==> src/rtl/mnd_pkg.sv <==
package mnd_pkg;
    typedef enum logic [1:0] {
        MODE_PASS0 = 2'd0,
        MODE_PASS1 = 2'd1,
        MODE_FRAC  = 2'd2,
        MODE_PASS3 = 2'd3
    } mnd_mode_e;
endpackage

==> src/rtl/mnd_decode.sv <==
module mnd_decode
    import mnd_pkg::*;
#(
    parameter int W = 8
) (
    input  logic [1:0]   mode_i,
    input  logic [W-1:0] m_word_i,
    input  logic [W-1:0] n_word_i,
    input  logic [W-1:0] d_word_i,
    output logic [W-1:0] m_o,
    output logic [W-1:0] n_o,
    output logic [W-1:0] thr_o,
    output logic         valid_o
);
    localparam int WX = W + 1;

    logic [WX-1:0] n_full;
    logic          frac_sel;

    always_comb begin
        // n is rebuilt from the inverted difference plus m, one bit wider
        n_full   = {1'b0, ~n_word_i} + {1'b0, m_word_i};
        frac_sel = (mnd_mode_e'(mode_i) == MODE_FRAC);
        m_o      = m_word_i;
        n_o      = n_full[W-1:0];
        thr_o    = ~d_word_i;
        valid_o  = frac_sel
                 && (m_word_i != '0)
                 && !n_full[WX-1]
                 && (n_full[W-1:0] != '0)
                 && (m_word_i <= n_full[W-1:0]);
    end
endmodule

==> src/rtl/mnd_shadow.sv <==
module mnd_shadow #(
    parameter int W = 8
) (
    input  logic         clk,
    input  logic         rst_n,
    input  logic         commit_i,
    input  logic [W-1:0] dec_m_i,
    input  logic [W-1:0] dec_n_i,
    input  logic [W-1:0] dec_thr_i,
    input  logic         dec_valid_i,
    input  logic         wrap_i,
    output logic [W-1:0] act_m_o,
    output logic [W-1:0] act_n_o,
    output logic [W-1:0] act_thr_o,
    output logic         act_valid_o,
    output logic         pend_o,
    output logic         load_o
);
    typedef struct packed {
        logic [W-1:0] m;
        logic [W-1:0] n;
        logic [W-1:0] thr;
        logic         valid;
    } cfg_t;

    typedef struct packed {
        cfg_t pend_cfg;
        logic pend;
        cfg_t act_cfg;
    } shadow_t;

    shadow_t s_d, s_q;
    logic    load;

    always_comb begin
        s_d  = s_q;
        // a period boundary: every cycle in bypass, the wrap step otherwise
        load = s_q.pend && (!s_q.act_cfg.valid || wrap_i);
        if (load) begin
            s_d.act_cfg = s_q.pend_cfg;
            s_d.pend    = 1'b0;
        end
        if (commit_i) begin
            s_d.pend_cfg.m     = dec_m_i;
            s_d.pend_cfg.n     = dec_n_i;
            s_d.pend_cfg.thr   = dec_thr_i;
            s_d.pend_cfg.valid = dec_valid_i;
            s_d.pend           = 1'b1;
        end
    end

    always_ff @(posedge clk) begin
        if (!rst_n) begin
            s_q <= '0;
        end else begin
            s_q <= s_d;
        end
    end

    assign act_m_o     = s_q.act_cfg.m;
    assign act_n_o     = s_q.act_cfg.n;
    assign act_thr_o   = s_q.act_cfg.thr;
    assign act_valid_o = s_q.act_cfg.valid;
    assign pend_o      = s_q.pend;
    assign load_o      = load;
endmodule

==> src/rtl/mnd_phase.sv <==
module mnd_phase #(
    parameter int W = 8
) (
    input  logic         clk,
    input  logic         rst_n,
    input  logic         act_i,
    input  logic [W-1:0] m_i,
    input  logic [W-1:0] n_i,
    input  logic [W-1:0] thr_i,
    input  logic         load_i,
    output logic         wrap_o,
    output logic [W-1:0] acc_o,
    output logic         tick_o,
    output logic         wave_o
);
    localparam int WX = W + 1;

    typedef struct packed {
        logic [W-1:0] acc;
        logic         tick;
        logic         wave;
    } phase_t;

    phase_t        p_d, p_q;
    logic [WX-1:0] sum;
    logic [WX-1:0] stepped;
    logic [W-1:0]  acc_nx;
    logic [WX-1:0] twice;
    logic          wrap;

    always_comb begin
        sum     = {1'b0, p_q.acc} + {1'b0, m_i};
        wrap    = act_i && (sum >= {1'b0, n_i});
        stepped = wrap ? (sum - {1'b0, n_i}) : sum;
        acc_nx  = stepped[W-1:0];
        twice   = {acc_nx, 1'b0};

        p_d = p_q;
        if (act_i) begin
            p_d.tick = wrap;
            p_d.wave = (twice < {1'b0, thr_i});
            p_d.acc  = acc_nx;
        end else begin
            p_d.tick = 1'b1;
            p_d.wave = 1'b1;
            p_d.acc  = '0;
        end
        if (load_i) begin
            p_d.acc = '0;
        end
    end

    always_ff @(posedge clk) begin
        if (!rst_n) begin
            p_q <= '0;
        end else begin
            p_q <= p_d;
        end
    end

    assign wrap_o = wrap;
    assign acc_o  = p_q.acc;
    assign tick_o = p_q.tick;
    assign wave_o = p_q.wave;
endmodule

==> src/rtl/frac_clk_gen.sv <==
module frac_clk_gen #(
    parameter int W = 8
) (
    input  logic         clk,
    input  logic         rst_n,
    input  logic         commit_i,
    input  logic [1:0]   mode_i,
    input  logic [W-1:0] m_word_i,
    input  logic [W-1:0] n_word_i,
    input  logic [W-1:0] d_word_i,
    output logic         tick_o,
    output logic         wave_o,
    output logic         mn_active_o
);
    logic [W-1:0] dec_m, dec_n, dec_thr;
    logic         dec_valid;
    logic [W-1:0] act_m, act_n, act_thr;
    logic         act_valid;
    logic         pend_w;
    logic         load_w;
    logic         wrap_w;
    logic [W-1:0] acc_w;

    mnd_decode #(.W(W)) i_decode (
        .mode_i   (mode_i),
        .m_word_i (m_word_i),
        .n_word_i (n_word_i),
        .d_word_i (d_word_i),
        .m_o      (dec_m),
        .n_o      (dec_n),
        .thr_o    (dec_thr),
        .valid_o  (dec_valid)
    );

    mnd_shadow #(.W(W)) i_shadow (
        .clk         (clk),
        .rst_n       (rst_n),
        .commit_i    (commit_i),
        .dec_m_i     (dec_m),
        .dec_n_i     (dec_n),
        .dec_thr_i   (dec_thr),
        .dec_valid_i (dec_valid),
        .wrap_i      (wrap_w),
        .act_m_o     (act_m),
        .act_n_o     (act_n),
        .act_thr_o   (act_thr),
        .act_valid_o (act_valid),
        .pend_o      (pend_w),
        .load_o      (load_w)
    );

    mnd_phase #(.W(W)) i_phase (
        .clk    (clk),
        .rst_n  (rst_n),
        .act_i  (act_valid),
        .m_i    (act_m),
        .n_i    (act_n),
        .thr_i  (act_thr),
        .load_i (load_w),
        .wrap_o (wrap_w),
        .acc_o  (acc_w),
        .tick_o (tick_o),
        .wave_o (wave_o)
    );

    assign mn_active_o = act_valid;
endmodule

==> config.mk <==
export PLATFORM = sky130hd
export DESIGN_NAME = frac_clk_gen
export DESIGN_NICKNAME = d
export VERILOG_FILES = /design/src/rtl/mnd_pkg.sv /design/src/rtl/mnd_decode.sv /design/src/rtl/mnd_shadow.sv /design/src/rtl/mnd_phase.sv /design/src/rtl/frac_clk_gen.sv
export SDC_FILE = /design/constraint.sdc
export NUM_CORES = 1
export LEC_CHECK = 0
export ABC_CLOCK_PERIOD_IN_PS = 8250
export BUFFER_PORTS_ARGS = -buffer_cell sky130_fd_sc_hd__buf_2
export CAP_MARGIN = 0
export CORE_MARGIN = 10
export CORE_UTILIZATION = 30
export DETAILED_ROUTE_END_ITERATION = 16
export GPL_TIMING_DRIVEN = 0
export PLACE_DENSITY = 0.57
export SLEW_MARGIN = 20
export SYNTH_ARGS = -nofsm -noshare
export SYNTH_HDL_FRONTEND = slang
export SYNTH_SLANG_ARGS = --single-unit
export TNS_END_PERCENT = 20
==> constraint.sdc <==
create_clock -name clk -period 8.25 [get_ports clk]
set_input_delay 1.65 -clock clk [delete_from_list [all_inputs] [get_ports clk]]
set_output_delay 1.65 -clock clk [all_outputs]
set_load 0.1 [all_outputs]
==> metrics.cfg <==
[route]
wirelength_um=8720
wire_per_inst_um=14.00
first_pass_iters=4
vias=3081
via_per_inst=4.945
drc=0
antenna_left=0
drt_iter0_drc=68

[finish]
area_growth_pct=18.65
fin_area_um2=4314
final_cell_count_no_fill=623
nNetsFinal=542
drive_gt1_share_pct=13.45
num_antenna_cells=0

[min_path]
hold_path.startpoint=i_shadow.s_q[31]$_SDFFE_PN0P_
min_to=i_shadow.act_thr_o[4]$_SDFFE_PN0P_
whs_path_depth=2
hp-class=flip-flop to flip-flop

[timing]
setup_slack_ns=3.316
rsz0062_at_grt=no
setup_viol=0
min_period_ns=4.934
fin_tns_setup_ns=0
hold_viol_final=0
fin_crit_sh_pct=59.81
relSlewSlack_pct=52.59
slew_viol_final=0
worst_slew_pin_slew_ns=0.7112
max_freq_ghz=0.2027
skew_ns=0.005453

[setup_path]
startpoint_type=flip-flop
crit_required_ns=8.49
r2r_start=i_shadow.act_m_o[0]$_SDFFE_PN0P_
cp-startpoint=i_shadow.act_m_o[0]$_SDFFE_PN0P_
path_class=flip-flop to flip-flop
reg2reg_slack_ns=3.32
r2r-end=i_phase.wave_o$_SDFF_PN0_
cp-end-kind=flip-flop
critPathArrivalTime_ns=5.17
reg2reg_depth=20
path_max_fanout=9

[yosys]
synth_edf_count=0
syn_area_um2=3636
synthArstFlopShare_pct=0
syn-num-nets=502
yosys.area.top_type=dfxtp_1
synth_top_area_share_pct=33.59
ys_warn_count=0
synth-seq-area-share_pct=33.59
synth_cell_types=50
synth_seq_cells=61
synth.most_common_cell=dfxtp_1
synth_cells=431
ys.flop_type=dfxtp_1
yosys-top-cells-area=dfxtp_1 34%, ha_1 13%, o21ai_0 5.6%
synthTopCellsByCount=61 x dfxtp_1, 41 x o21ai_0, 39 x ha_1, 38 x inv_1, 38 x nor2_1
syn_area_per_cell_um2=8.436

[power_and_ir_drop]
switching_share_pct=24.95
power_switching_w=0.0002217
p_per_area_nw_per_um2=205.9
vdd_ir_drop_max_uv=132.5
seq_power_share_pct=35.7
pwr-share-clk_pct=48.2
combPwrFrac_pct=16.1
internal-power_w=0.0006668
p_leak_nw=1.854

[die]
rows=40
coreArea_um2=11960
start_util_pct=30.40
die_x_um=130.1
die_h_um=130.1
io_pins=32
die-area_um2=16920

[clock_tree]
clk_pin_slew_worst_paths_ns=0.05
clock_path_buffers=2
cts_made_buffers=9
cts_sinks=61
htreeDepth=3
cts-resized-gates=0
clock_latency_ns=0.32
hold_buffers=0
cts_setup_buffers=0
cts_tree=done
cts-root-buf=clkbuf_16

[global_route]
grt_max_degree=12
grt_use_total_pct=10.81
grt_pass1_wl_um=14840
grt_overflow=0
grt_pass1_vias=3128
antenna_found_initial=0

[place]
numPortBuffers=29
place_area_um2=3965
gp_congestion=0.8979
place_ws_ns=3.300
dp.cells=607
place_hpwl_um=7243

[job]
maxCapViolations=0

[run_status]
status=finished, final reports clean

==> worst max-delay path, cell delays in order (launching register included) <==
cell and delay (ns):
dfxtp_1 0.32, ha_1 0.24, fa_1 0.44, a211oi_2 0.29, o21bai_1 0.11, a21oi_1 0.19
xnor2_1 0.16, ha_1 0.31, a21oi_1 0.19, nand2_1 0.09, o211a_1 0.29, o31ai_4 0.46
mux2_2 0.41, inv_1 0.06, ha_1 0.21, nor2b_1 0.13, o211ai_1 0.15, a21oi_1 0.08
a2111oi_0 0.36, o21ai_0 0.21, o22ai_1 0.15
==> metrics by stage <==
step | total power (W) | utilization [%] | hold WS (ns)
after floorplan | 0.0004263 | - | 0.4353
after global placement | 0.0004614 | 33.15 | 0.4492
after detailed placement | 0.0004663 | 33.15 | 0.4542
after CTS | 0.0008962 | 36.07 | 0.4620
after global routing | 0.0009293 | 36.07 | 0.4932
final | 0.0008885 | 36.07 | 0.4606
==> registers in the layout (all words and copies together) (netlist names) <==
signal,cells
i_shadow.s_q,25
i_phase.acc_o,8
i_shadow.act_m_o,8
i_shadow.act_n_o,8
i_shadow.act_thr_o,8
i_phase.tick_o,1
i_phase.wave_o,1
i_shadow.act_valid_o,1
i_shadow.pend_o,1
==> cell families (layout without fill, tap and decap cells) <==
| group | Yosys count | count (layout) | synth area share, % |
|---|---|---|---|
| simple gates | 133 | 133 | 17.52 |
| compound gates | 105 | 105 | 18.72 |
| flops | 61 | 61 | 33.59 |
| buf+inv | 56 | 101 | 5.884 |
| fa+ha+maj | 42 | 42 | 15.07 |
| mux | 20 | 20 | 5.850 |
| xor+xnor | 14 | 14 | 3.372 |
==> how the worst max path moves through the flow <==
stage                     cells past startpoint                        end
after floorplan                              20  i_phase.wave_o$_SDFF_PN0_
after global placement                       20  i_phase.wave_o$_SDFF_PN0_
after detailed placement                     20  i_phase.wave_o$_SDFF_PN0_
after CTS                                    20  i_phase.wave_o$_SDFF_PN0_
after global routing                         20  i_phase.wave_o$_SDFF_PN0_
final                                        20  i_phase.wave_o$_SDFF_PN0_
==> per-layer routing <==
layer / track usage, % / share of wire (%) / vias up / wire length (um)
met2: 18.26 / 47 / 52 / 4123
met1: 13.21 / 48 / 1416 / 4190
met4: 4.696 / 2.3 / 0 / 197
li1: - / - / 1601 / -
met3: 1.826 / 2.4 / 12 / 209
met5: 0 / 0 / - / 0
==> final cells by class <==
cell class	instances	area, um2
fill	1225	7647
multi-input combinational	314	2201
sequential	61	1221
clock buffer	10	239.0
tap	147	183.9
inverter	39	146.4
timing repair buffer	29	145.1
clock inverter	6	110.1
buffer	17	67.56
==> layout by cell type, fill, tap and decap left out, types with 5 or more instances in the layout <==
cell type	netlist	routed
mux2_2	6	6
mux2i_1	13	13
o21ai_0	41	41
a211oi_1	13	13
nand4_1	5	5
a21oi_1	22	22
nor2_1	38	38
nor2b_1	8	8
clkbuf_16	0	9
nand2_1	35	35
clkbuf_1	11	11
ha_1	39	39
nand3_1	28	28
dfxtp_1	61	61
inv_1	38	38
buf_2	3	32
xnor2_1	12	12
==> power groups by stage <==
stage	Clock, W	Combinational, W	Sequential (W)
5_1_grt	0.000448	0.000162	0.000319
4_1_cts	0.000435	0.000144	0.000317
2_1_floorplan	0	0.0000989	0.000327
6_report	0.000429	0.000143	0.000317
3_5_place_dp	0	0.000143	0.000323
3_3_place_gp	0	0.000138	0.000323
Note: power is estimated with default switching activity, not from simulation.
